$ cat config.mk
export PLATFORM = sky130hd
export DESIGN_NAME = refsel_ctrl
export DESIGN_NICKNAME = d
export VERILOG_FILES = /design/src/rtl/refsel_pkg.sv /design/src/rtl/refsel_sync.sv /design/src/rtl/refsel_sel_fsm.sv /design/src/rtl/refsel_cp_enc.sv /design/src/rtl/refsel_ctrl.sv
export SDC_FILE = /design/constraint.sdc
export NUM_CORES = 1
export LEC_CHECK = 0
export BUFFER_PORTS_ARGS = -buffer_cell sky130_fd_sc_hd__buf_4
export CAP_MARGIN = 20
export CORE_AREA = 5 5 42 44
export CTS_BUF_LIST = sky130_fd_sc_hd__clkbuf_4
export CTS_CLUSTER_DIAMETER = 100
export CTS_CLUSTER_SIZE = 28
export DETAILED_ROUTE_END_ITERATION = 10
export DIE_AREA = 0 0 47 49
export PLACE_DENSITY_LB_ADDON = 0.25
export SETUP_SLACK_MARGIN = 0.4
export SLEW_MARGIN = 25
export SYNTH_ARGS = -nofsm -noshare
export SYNTH_HDL_FRONTEND = slang
export SYNTH_SLANG_ARGS = --single-unit
export TNS_END_PERCENT = 5
$ cat constraint.sdc
create_clock -name clk -period 1.5 [get_ports clk]
set_clock_uncertainty 0.2 [all_clocks]
set_input_delay 0.3 -clock clk [delete_from_list [all_inputs] [get_ports clk]]
set_output_delay 0.3 -clock clk [all_outputs]
set_load 0.05 [all_outputs]
$ cat src/rtl/refsel_pkg.sv
`timescale 1ns/1ps
package refsel_pkg;
  typedef enum logic [1:0] {
    CP_NORMAL   = 2'b00,
    CP_TRISTATE = 2'b01,
    CP_MIDRAIL  = 2'b10
  } cp_mode_e;
endpackage

$ cat src/rtl/refsel_sync.sv
`timescale 1ns/1ps
// Multi-stage synchronizer for an asynchronous level input.
module refsel_sync #(
  parameter int STAGES = 2
) (
  input  logic clk,
  input  logic rst_n,
  input  logic d,
  output logic q
);
  logic [STAGES-1:0] chain_q;
  logic [STAGES-1:0] chain_d;

  generate
    if (STAGES == 1) begin : g_one
      assign chain_d = d;
    end else begin : g_many
      assign chain_d = {chain_q[STAGES-2:0], d};
    end
  endgenerate

  always_ff @(posedge clk or negedge rst_n) begin
    if (!rst_n) chain_q <= '0;
    else        chain_q <= chain_d;
  end

  assign q = chain_q[STAGES-1];
endmodule

$ cat src/rtl/refsel_sel_fsm.sv
`timescale 1ns/1ps
// Selection and holdover state with next-state / register split.
module refsel_sel_fsm (
  input  logic clk,
  input  logic rst_n,
  input  logic a_ok,
  input  logic b_ok,
  input  logic auto_en,
  input  logic revert_en,
  input  logic man_sel,
  output logic sel_b_q,
  output logic hold_q,
  output logic pulse_q
);
  logic sel_b_n;
  logic hold_n;
  logic state_en;
  logic none_ok;

  assign none_ok = !a_ok && !b_ok;

  always_comb begin
    sel_b_n = sel_b_q;
    hold_n  = hold_q;
    if (!auto_en) begin
      sel_b_n = man_sel;
      hold_n  = none_ok;
    end else if (none_ok) begin
      hold_n  = 1'b1;
    end else if (hold_q) begin
      hold_n  = 1'b0;
      sel_b_n = !a_ok;            // A preferred when both return
    end else if (!sel_b_q) begin
      if (!a_ok) sel_b_n = 1'b1;  // B is present here
    end else begin
      if (!b_ok || (revert_en && a_ok)) sel_b_n = 1'b0;
    end
  end

  assign state_en = (sel_b_n != sel_b_q) || (hold_n != hold_q);

  always_ff @(posedge clk or negedge rst_n) begin
    if (!rst_n) begin
      sel_b_q <= 1'b0;
      hold_q  <= 1'b0;
    end else if (state_en) begin
      sel_b_q <= sel_b_n;
      hold_q  <= hold_n;
    end
  end

  always_ff @(posedge clk or negedge rst_n) begin
    if (!rst_n) pulse_q <= 1'b0;
    else        pulse_q <= (sel_b_n != sel_b_q);
  end
endmodule

$ cat src/rtl/refsel_cp_enc.sv
`timescale 1ns/1ps
// Charge-pump control encoding from holdover state.
module refsel_cp_enc
  import refsel_pkg::*;
(
  input  logic       hold,
  input  logic       midrail,
  output logic [1:0] cp
);
  cp_mode_e mode;

  always_comb begin
    if (!hold)        mode = CP_NORMAL;
    else if (midrail) mode = CP_MIDRAIL;
    else              mode = CP_TRISTATE;
  end

  assign cp = mode;
endmodule

$ cat src/rtl/refsel_ctrl.sv
`timescale 1ns/1ps
module refsel_ctrl #(
  parameter int PIN_SYNC_STAGES = 2
) (
  input  logic       clk,
  input  logic       rst_n,
  input  logic       ref_a_ok,
  input  logic       ref_b_ok,
  input  logic       auto_en,
  input  logic       revert_en,
  input  logic       man_src_pin,
  input  logic       man_sel_reg,
  input  logic       man_sel_pin,
  input  logic       hold_midrail,
  output logic       sel_b,
  output logic       holdover,
  output logic [1:0] cp_ctrl,
  output logic       switch_pulse
);
  logic pin_sync;
  logic man_sel;

  refsel_sync #(.STAGES(PIN_SYNC_STAGES)) u_pin_sync (
    .clk   (clk),
    .rst_n (rst_n),
    .d     (man_sel_pin),
    .q     (pin_sync)
  );

  assign man_sel = man_src_pin ? pin_sync : man_sel_reg;

  refsel_sel_fsm u_fsm (
    .clk       (clk),
    .rst_n     (rst_n),
    .a_ok      (ref_a_ok),
    .b_ok      (ref_b_ok),
    .auto_en   (auto_en),
    .revert_en (revert_en),
    .man_sel   (man_sel),
    .sel_b_q   (sel_b),
    .hold_q    (holdover),
    .pulse_q   (switch_pulse)
  );

  refsel_cp_enc u_cp (
    .hold    (holdover),
    .midrail (hold_midrail),
    .cp      (cp_ctrl)
  );
endmodule

==> results.txt, run 1 <==
The height of the die came out at 49 um. For this configuration, the core starts out at a cell density of 0.161. Detailed routing inserted a total of 219 vias. The total global-route track usage is 0.0602. After synthesis, the largest family of logic cells by area is simple AND/OR/NAND/NOR gates. The logic gate share of total power is 0.270. The fraction of synthesized cell area in xor and xnor cells is 0. The relative contribution of sequential cells to total power is 0.353. The number of nets in the final layout is 50. The static power due to leakage came out at 0.206 nW. The number of hold violations in the final report is 0. The utilization after layout is 0.303. The critical path in this run is classified as reg -> out. The number of pins with negative max-slew slack in the final report came to 0. The power per cell area came out at 1050 mW/mm^2. The total inserted antenna cells is 0.

The total of warnings raised by yosys came out at 0. The max-cap check violation count is 0. The clock period could shrink to 1.44 ns. The clock latency reported for the late side of the worst-skew pair is 0.24 ns. STA classifies the critical path startpoint as a flop. Internal power comes to 0.320 mW.

The number of antenna violations at the first check in global routing came out at 0. The synthesized design spends more area on one cell type than any other, namely dfrtp_1. In this run the worst hold path is classified as in -> reg. The deepest clock path buffer count is 2. The clock network fraction of total power is 0.377. The overall die area came out at 0.00230 sq mm. In this run, synthesis produced a sequential element count of 5. The wire length after detailed routing is 590 um.

The most numerous cell in the Yosys netlist is dfrtp_1. STA classifies the critical path endpoint as an output pin. Counting instances in the post-synthesis netlist gives the leading cell types as 5 x dfrtp_1, 3 x mux2i_1, 2 x nand2_1, 2 x nor2_1.

Relative to the synthesized area, the layout overhead comes to 88.3%. Entering global routing, the biggest net connects 8 pins. The TritonCTS clock tree is yes. The power dissipated by switching net loads came out at 0.125 mW.

The root buffer cell is clkbuf_4. Hold timing on the final database bottoms out at a slack of 0.0181 ns. The HPWL after detailed placement came out at 505 um. The synthesized netlist occupies a cell area of 225 sq um. Routability-driven placement finished with a final weighted congestion of 0.640.

The number of nets produced by synthesis is 29. The post-CTS setup buffer count is 0. Of the post-synthesis cell area, the dominant cell type holds 0.556. The post-CTS clock slew at the launch and capture registers of the worst setup and hold paths came out at 0.04 ns. The average wire length per cell after detail routing is 10.7 um.

The total number of placement rows is 14. The depth of the CTS H-tree is 1. The post-synthesis compound-gate area fraction was 0.117. In the post-synthesis netlist, the biggest area contributors are dfrtp_1 56%, mux2i_1 13%, o211a_1 4.4%. For this run, the detailed router's first-pass iteration total came to 1.

The number of instances in the synthesized netlist came out at 19. The top flip-flop cell by instance count after synthesis is dfrtp_1. In this run the worst path has a maximum fanout of 4. The die is 47 um wide. A synthesized cell averages 11.9 sq um. The violation count after the first detailed-routing iteration came out at 0. The clock sink total came out at 5. The run finished with clean final reports.

The remaining number of nets flagged by the antenna check after routing came out at 0. For this run the aggregate overflow at the end of global routing stands at 0. The data required time of the critical path came out at 1.00 ns. Of the total synthesized cell area, the portion taken by full adders, half adders and majority gates is 0.

The simple-gate portion of the synthesized area is 0.194. Derived from the worst setup path, the maximum achievable clock frequency is 696 MHz. The period utilization is 0.957.

The core area is 0.00140 sq mm. The number of filler instances in the final layout came out at 164. Across the VDD grid, the largest voltage drop is 0.000382 V. The residual DRC count is 0. The count of flip-flops with a built-in enable after synthesis came out at 0.

Adding up every negative setup slack in the final design gives 0 ns. The slew at the pin closest to its max-slew limit is 0.250 ns. Measured against its own limit, the worst slew margin works out to 0.829. The TritonCTS buffer count came out at 3. The switching power as a share of total power is 0.281. The number of distinct standard cells referenced by the synthesized netlist came out at 11. Setup repair after global routing could not meet its margin everywhere. In this run the tool buffered the top-level ports with 14 buffer cells.

The final setup violation count came out at 0. The portion of synthesized area spent on multiplexers is 0.133. The share of cells above drive strength 1 is 0.590.

For this run, the register share of the synthesized area comes to 0.556. For this design the top-level I/O count stands at 15. In the routed layout, each cell is associated on average with a via count of 3.98. The via count of the first global-routing pass is 244. The first-pass GRT wire length is 938 um. STA puts the critical path data arrival time at 0.94 ns.

The fraction of registers with async set/reset came out at 1.00.
==> flip-flops by register name, indices dropped and copies added (netlist names) <==
signal	count
u_pin_sync.chain_q	2
u_fsm.hold_q	1
u_fsm.pulse_q	1
u_fsm.sel_b_q	1
==> stage by stage <==
stage | area (sq um) | cells | total power [mW] | setup WS (ns)
global route | 424 | 55 | 0.472 | 0.0295
finish | 424 | 55 | 0.445 | 0.0639
CTS | 424 | 55 | 0.458 | 0.0485
global placement | 362 | 49 | 0.269 | 0.214
detailed placement | 362 | 49 | 0.273 | 0.208
floorplan | 236 | 19 | 0.223 | 0.106
==> cell usage in the layout, fill, tap and decap left out <==
master / count
dfrtp_2: 2
dlygate4sd3_1: 2
o211a_1: 1
and2_4: 1
mux2i_1: 3
dfrtp_1: 3
nand2_1: 2
nor2_1: 2
o31a_1: 1
o21bai_1: 1
buf_4: 12
nor2b_4: 1
nand3b_1: 1
clkbuf_4: 4
buf_8: 1
buf_6: 1
nor2b_2: 1
==> critical path, cell delays in order (launching register included) <==
cell     delay [ns]
dfrtp_2        0.41
and2_4         0.15
buf_8          0.14
==> timing repair <==
| action | in CTS | in global routing |
|---|---|---|
| hold buffers | 2 | 0 |
| endpoints found under the hold margin | 6 | 0 |
| setup endpoints to repair | 7 | 7 |
| gates resized for setup | 4 | 0 |
==> power by group through the flow <==
stage | Clock (mW) | Sequential (mW) | Combinational [mW]
6_report | 0.168 | 0.157 | 0.120
4_1_cts | 0.180 | 0.157 | 0.122
2_1_floorplan | 0 | 0.189 | 0.0335
5_1_grt | 0.187 | 0.159 | 0.127
3_3_place_gp | 0 | 0.158 | 0.112
3_5_place_dp | 0 | 0.159 | 0.114
==> kinds of logic after synthesis <==
| group | Yosys count |
|---|---|
| simple gates | 8 |
| flops | 5 |
| mux | 3 |
| compound gates | 3 |
==> layout make-up <==
type,instances,area [sq um],share of cell area
clock buffer,4,30.0,0.0708
sequential,5,128,0.301
tap,16,20.0,0.0472
multi-input combinational,14,110,0.260
timing repair buffer,16,136,0.322
==> path summary, 6_finish.rpt <==
path / startpoint / slack, ns / cells after the start / to
max in group asynchronous: rst_n / 0.78 / 2 / u_fsm.sel_b_q
worst min register to register: u_pin_sync.chain_q[0] / 0.14 / 0 / u_pin_sync.chain_q[1]
worst max-delay path: u_fsm.hold_q / 0.06 / 2 / cp_ctrl[1]
worst min-delay path: ref_a_ok / 0.02 / 2 / u_fsm.hold_q
worst max register to register: u_fsm.sel_b_q / 0.24 / 3 / u_fsm.pulse_q
min in group asynchronous: rst_n / 0.20 / 2 / u_fsm.pulse_q
==> metal layers <==
| layer | GRT usage | share of wire | routed length, um |
|---|---|---|---|
| met1 | 0.0536 | 0.33 | 194 |
| met2 | 0.0950 | 0.59 | 349 |
| met3 | 0.0258 | 0.078 | 46 |
| met4 | 0.0553 | 0 | 0 |
| met5 | 0 | 0 | 0 |
No activity file was read; power rests on OpenSTA's default activity.
==> run 2, diff against run 1 <==
REMOVE_ABC_BUFFERS = 1   (was default)
==> run 2 against run 1 <==
Power increased by 0.43%; first-iteration DRC count rose by 5; die area unchanged; non-clock buffer count is 1 higher; via count rose by 1.4%; clock power hardly changed; maximum frequency is 0.65% higher; sequential share of layout area is 0.68 points lower; worst setup slack improved by 0.0093 ns; critical path depth unchanged; critical path type unchanged; highest routed layer unchanged.
==> results.txt, run 2 (same netlist as run 1, synthesis figures left out) <==
The max-cap check violation count came out at 0 (unchanged). The height of the die is 49 um (unchanged). The total global-route track usage came to 0.0580 (-0.00212).

The setup path with the least slack is of type reg -> out. The number of nets in the final layout was 51 (+2.0%). The average wire length per cell after detail routing came out at 9.89 um (-7.8%). The clock latency reported for the late side of the worst-skew pair is 0.24 ns (about the same). The post-CTS clock slew at the launch and capture registers of the worst setup and hold paths came out at 0.05 ns (about the same). The total inserted antenna cells came out at 0 (unchanged). The run finished with clean final reports. The number of hold violations in the final report was 0 (unchanged). The period utilization is 0.951 (-0.00620). More flip-flops sit in one register than any other, and that register is u_pin_sync.chain_q.

The share of cells above drive strength 1 came out at 0.550 (-0.0397). The number of pins with negative max-slew slack in the final report came out at 0 (unchanged). The setup slack of the critical path after layout is 0.0732 ns (+0.00931 ns). The static power due to leakage is 0.213 nW (+3.1%). The remaining number of nets flagged by the antenna check after routing came out at 0 (unchanged).

The area growth from synthesis to layout is 88.9%. TritonCTS built the clock tree. The pre-CTS setup slack came out at 0.206 ns (-0.00278 ns).

The top cell types in the final layout, fill and taps aside, are 13 x buf_4, 5 x dfrtp_1, 4 x clkbuf_4, 3 x mux2i_1. The logic depth of the worst register-to-register path is 3 (unchanged). The worst register-to-register path ends at u_fsm.pulse_q.

The number of filler instances in the final layout is 162 (-1.2%). The tree is rooted in a clkbuf_4. Setup repair after global routing could not meet its margin everywhere. The overall die area is 0.00230 sq mm (unchanged). The remaining global-route overflow was 0 (unchanged).

The clock sink total is 5 (unchanged). The final setup violation count is 0 (unchanged). The kind of capture point of the worst setup path is an output pin. The number of stages on the worst hold path is 2 (unchanged). The slew at the pin closest to its max-slew limit was 0.249 ns (-0.0000455 ns). The core area is 0.00140 sq mm (unchanged).

The wire length after detailed routing came out at 554 um (-6.1%). The violation count after the first detailed-routing iteration is 5 (+5). The vias per cell came out at 3.96 (-0.44%).

The maximum frequency from static timing analysis is 701 MHz (+0.65%). The maximum number of pins on one net before global-route repair was 8 (unchanged). The arrival time at the worst endpoint is 0.93 ns (about the same). The setup slack on the worst flop-to-flop path is 0.14 ns (-0.10 ns).

The die extent in x is 47 um (unchanged). The first-pass GRT wire length is 952 um (+1.5%). The flip-flop count of the largest register, all copies and words added is 2 (unchanged).

The startpoint type of the worst setup path is a flop. The detailed-routing iteration count for the pre-antenna-repair pass is 2 (+1). The number of antenna violations at the first check in global routing came out at 0 (unchanged).

The power per cell area came out at 1050 mW/mm^2 (+0.14%). The count of pins on the block boundary is 15 (unchanged). The path with the worst hold slack has its endpoint at u_fsm.hold_q. The routed via count is 222 (+1.4%).

The number of input and output port buffers inserted came out at 14 (unchanged). The data required time of the critical path came to 1.00 ns (about the same). The final design area excluding fillers is 425 sq um (+0.29%). The depth of the CTS H-tree is 1 (unchanged). The via count of the first global-routing pass came out at 254 (+4.1%). The initial core utilization was 0.161 (unchanged).

The tightest slew margin relative to the limit was 0.829 (about the same). The time the final worst path needs with I/O delays and setup is 1.43 ns (-0.00931 ns). The residual DRC count is 0 (unchanged). The HPWL after detailed placement was 432 um (-14%).

In this run the worst hold path is classified as in -> reg. The worst supply voltage drop on vdd is 0.000386 V (+1.0%). The utilization after layout came out at 0.304 (+0.000892).

The post-placement cell area is 350 sq um (-3.1%). The deepest clock path buffer count came out at 2 (unchanged). The startpoint of the most critical register-to-register path is u_fsm.hold_q.

The total number of placement rows is 14 (unchanged). The hold path startpoint is ref_a_ok. Leaving out fill and tap cells, the most frequent cell in the layout is buf_4. The routability congestion estimate from global placement is 0.630 (-1.6%). The TritonCTS buffer count is 3 (unchanged).

The worst hold slack across all endpoints came out at 0.0168 ns (-0.00132 ns). The maximum fanout along the worst path is 4 (unchanged).
[run 2: cell count changes in the layout (fill, tap and decap cells not counted), sizes merged]
| cell | previous run | this run |
|---|---|---|
| buf | 14 | 15 |
[run 2: report_power, final]
part	switching, mW	internal [mW]
combinational	0.0662	0.0539
sequential	0.00848	0.147
clock	0.0526	0.118
[run 2: worst max path at each step]
stage	end	from	slack [ns]
final	cp_ctrl[0]	u_fsm.hold_q	0.07
after global placement	u_fsm.pulse_q	u_fsm.sel_b_q	0.21
after global routing	cp_ctrl[0]	u_fsm.hold_q	0.02
after CTS	cp_ctrl[0]	u_fsm.hold_q	0.06
after floorplan	cp_ctrl[0]	u_fsm.hold_q	-0.41
after detailed placement	u_fsm.pulse_q	man_src_pin	0.21
[run 2: area by class of cell]
cell class,count,area (sq um),share of cell area
sequential,5,125,0.294
clock buffer,4,30.0,0.0706
tap,16,20.0,0.0471
multi-input combinational,14,110,0.259
timing repair buffer,17,140,0.329
[run 2: what timing repair did]
action,in CTS,in global routing
endpoints found under the setup margin,7,7
setup buffers,1,0
gates resized for setup,5,0
endpoints found under the hold margin,6,0
hold buffers,2,0
[run 2: layer usage]
metal | vias to the layer above | wire length, um | share of wire | global-route usage
li1 | 109 | - | - | -
met1 | 106 | 196 | 0.35 | 0.0536
met2 | 7 | 309 | 0.56 | 0.0973
met3 | 0 | 48 | 0.087 | 0.0443
met4 | 0 | 0 | 0 | 0.0138
met5 | - | 0 | 0 | 0
[run 2: through the flow]
step | TNS, ns | power, mW | std cells
2_1_floorplan | -0.588 | 0.220 | 19
3_5_place_dp | 0 | 0.267 | 49
3_3_place_gp | 0 | 0.266 | 49
5_1_grt | 0 | 0.475 | 56
6_report | 0 | 0.447 | 56
4_1_cts | 0 | 0.456 | 56
[run 2: worst max-delay path, cell delays in order (launching register included)]
cell     delay [ns]
dfrtp_1        0.38
nor2b_4        0.16
buf_6          0.16
==> run 3, diff against run 2 <==
ABC_AREA = 1   (was default)
==> run 3 against run 2 <==
Register-to-register slack better by 0.11 ns; sequential share of layout area is 1.3 points lower; utilization is 1.4 points higher; worst setup slack better by 0.011 ns; flip-flop and latch count stayed put; maximum frequency is 0.79% higher; power hardly changed; combinational power hardly changed; critical path type unchanged; largest power group unchanged.
==> results.txt, run 3 <==
Setup repair after global routing could not meet its margin everywhere. The fraction of registers with async set/reset is 1.00 (unchanged). The synthesis-stage register bit count is 5 (unchanged). The commonest cells after synthesis are 7 x inv_1, 5 x dfrtp_1, 5 x nand2_1, 2 x nor2_1, 2 x nor2_2. The number of input and output port buffers inserted came to 14 (unchanged). The clock latency reported for the late side of the worst-skew pair came out at 0.24 ns (about the same).

The switching power as a share of total power is 0.292 (+0.00663). The average cell area after synthesis is 9.24 sq um (-22%). The average wire length per cell after detail routing came out at 8.21 um (-17%).

The vias per cell is 3.46 (-13%). The maximum number of pins on one net before global-route repair is 6 (-2). The period utilization came out at 0.944 (-0.00742).

The time the final worst path needs with I/O delays and setup was 1.42 ns (-0.0111 ns). The total global-route track usage came out at 0.0524 (-0.00562). The slowest stage of the critical path is the dfrtp_1 cell. The data required time of the critical path came out at 1.00 ns (about the same). The worst supply voltage drop on vdd came out at 0.000549 V (+42%).

The number of pins with negative max-slew slack in the final report is 0 (unchanged). TritonCTS built the clock tree. The number of antenna violations at the first check in global routing is 0 (unchanged). The deepest clock path buffer count came out at 2 (unchanged). In this run the clock root is driven by a clkbuf_4. The worst setup path is of the reg -> out kind.

The final setup violation count came to 0 (unchanged). The power per cell area came out at 1000 mW/mm^2 (-4.4%). The residual DRC count was 0 (unchanged). The logic gate share of total power came out at 0.271 (+0.002). The flip-flop count of the largest register, all copies and words added came out at 2 (unchanged). The top-area cell type share of the netlist area came out at 0.521 (-0.0347). The post-CTS clock slew at the launch and capture registers of the worst setup and hold paths came out at 0.05 ns (about the same). The detailed-routing iteration count for the pre-antenna-repair pass came to 1 (-1). The worst hold path belongs to the class in -> reg. The number of distinct standard cells referenced by the synthesized netlist is 10 (-1). The flow ran to the end, and the final reports show no timing, DRC or antenna violations.

The core area came to 0.00140 sq mm (unchanged). The static power due to leakage came out at 0.241 nW (+13%). The cell count after placement was 56 (+14%). The library cell used most frequently in the layout, excluding fill and tap cells, is buf_4. The number of hold violations in the final report is 0 (unchanged). The top flip-flop cell by instance count after synthesis is dfrtp_1. The total of warnings raised by yosys is 0 (unchanged). The violation count after the first detailed-routing iteration came to 0 (-5). The number of nets in the final layout came out at 58 (+14%).

The maximum frequency from static timing analysis came out at 706 MHz (+0.79%). The sequential share of the synthesized area is 0.521 (-0.0347). The slew at the pin closest to its max-slew limit is 0.162 ns (-0.0873 ns). The total number of placement rows is 14 (unchanged). The worst hold slack across all endpoints came out at 0.0232 ns (+0.00640 ns). The share of cells above drive strength 1 is 0.553 (+0.00319). The depth of the CTS H-tree came to 1 (unchanged). The overall die area came out at 0.00230 sq mm (unchanged). The max-cap check violation count came out at 0 (unchanged). The total inserted antenna cells came out at 0 (unchanged).

The cell internal power dissipation came out at 0.317 mW (-0.85%). The area growth from synthesis to layout is 85.4%. The TritonCTS buffer count was 3 (unchanged). The critical path goes through inv_2 > nor2_4 > buf_6. The remaining global-route overflow is 0 (unchanged).

The register with the most flip-flops in the final layout is u_pin_sync.chain_q. The height of the die is 49 um (unchanged). The pre-CTS setup slack is 0.287 ns (+0.0816 ns). The die extent in x came to 47 um (unchanged). The power dissipated by switching net loads came out at 0.130 mW (+2.4%). The cell area after synthesis came out at 240 sq um (+6.7%). The clock network fraction of total power is 0.384 (about the same). In the post-synthesis netlist, the biggest area contributors are dfrtp_1 52%, inv_1 11%, o211ai_4 8.9%. The setup slack of the critical path after layout is 0.0843 ns (+0.0111 ns). The via count of the first global-routing pass is 236 (-7.1%). The initial core utilization is 0.171 (+0.0107). The maximum fanout along the worst path is 4 (unchanged). The count of flip-flops with a built-in enable after synthesis came out at 0 (unchanged).

The worst setup path is launched from a flop. The clock sink total is 5 (unchanged). The worst stage delay on the critical path came out at 0.39 ns (about the same). The non-filler instance count after layout is 63 (+13%). The tightest slew margin relative to the limit came out at 0.892 (+0.0627). The number of instances in the synthesized netlist was 26 (+7).

The routed via count came out at 218 (-1.8%). The wire length after detailed routing is 517 um (-6.7%). Yosys instantiated no cell more often than inv_1. The library cell with the largest summed area after synthesis is dfrtp_1. The remaining number of nets flagged by the antenna check after routing is 0 (unchanged). The first-pass GRT wire length is 855 um (-10%).

Leaving out fill and tap cells, the most frequent cells in the layout are 11 x buf_4, 6 x inv_1, 5 x nand2_1, 5 x dfrtp_1. The relative contribution of sequential cells to total power is 0.345 (-0.003). The arrival time at the worst endpoint is 0.92 ns (about the same).

The routability congestion estimate from global placement is 0.705 (+12%). The HPWL after detailed placement came to 407 um (-5.9%). STA classifies the critical path endpoint as an output pin.

The count of pins on the block boundary is 15 (unchanged).
[run 3: stage by stage]
stage               power (mW)  cell area, sq um  setup TNS [ns]   util
finish                   0.447               445               0  0.318
global route             0.481               445               0  0.318
CTS                      0.450               427               0  0.304
detailed placement       0.263               365               0  0.261
global placement         0.263               365               0  0.261
floorplan                0.218               240          -0.454      -
[run 3: power groups by stage]
stage	Combinational, mW	Sequential [mW]	Clock [mW]
after global routing	0.131	0.155	0.195
after floorplan	0.0336	0.184	0
final	0.121	0.154	0.172
after global placement	0.108	0.155	0
after detailed placement	0.108	0.155	0
after CTS	0.115	0.153	0.182
[run 3: final timing paths]
check / startpoint / end / slack (ns) / cells after the start
max: u_fsm.hold_q / cp_ctrl[0] / 0.08 / 3
min: ref_a_ok / u_fsm.hold_q / 0.02 / 2
max reg2reg: u_fsm.hold_q / u_fsm.pulse_q / 0.25 / 7
min reg2reg: u_pin_sync.chain_q[0] / u_pin_sync.chain_q[1] / 0.14 / 0
max in group asynchronous: rst_n / u_pin_sync.chain_q[0] / 0.79 / 2
min in group asynchronous: rst_n / u_fsm.pulse_q / 0.20 / 2
[run 3: cell type report]
type	count	area, sq um
clock buffers	4	30.0
fillers	163	956
inverters	7	26.3
multi-input cells	14	96.3
flip-flops and latches	5	125
well taps	16	20.0
repair buffers	17	148
[run 3: cells by family (layout without fill, tap and decap cells)]
logic type             Yosys count  after routing  share of synthesized area
buffers and inverters            7             28                      0.109
DFF                              5              5                      0.521
AOI/OAI and AO/OA                2              2                      0.120
and+or+nand+nor                 12             12                      0.250
[run 3: what timing repair did]
item / 4_1_cts / 5_1_grt
buffers inserted: 1 / 0
pin swaps: 0 / 3
setup endpoints to repair: 7 / 7
endpoints found under the hold margin: 6 / 0
hold buffers: 2 / 0
gates resized for setup: 1 / 6
[run 3: worst max-delay path: cells and delay by family, from the launching register on]
kind / cells / cell delay, ns
DFF: 1 / 0.39
buffers and inverters: 2 / 0.22
and+or+nand+nor: 1 / 0.07
[run 3: routing by layer]
layer	GRT usage	vias up	share of wire
met3	0.0258	0	0.11
met1	0.0626	91	0.46
met5	0	-	0
met2	0.0747	9	0.43
met4	0.0276	0	0
li1	-	118	-
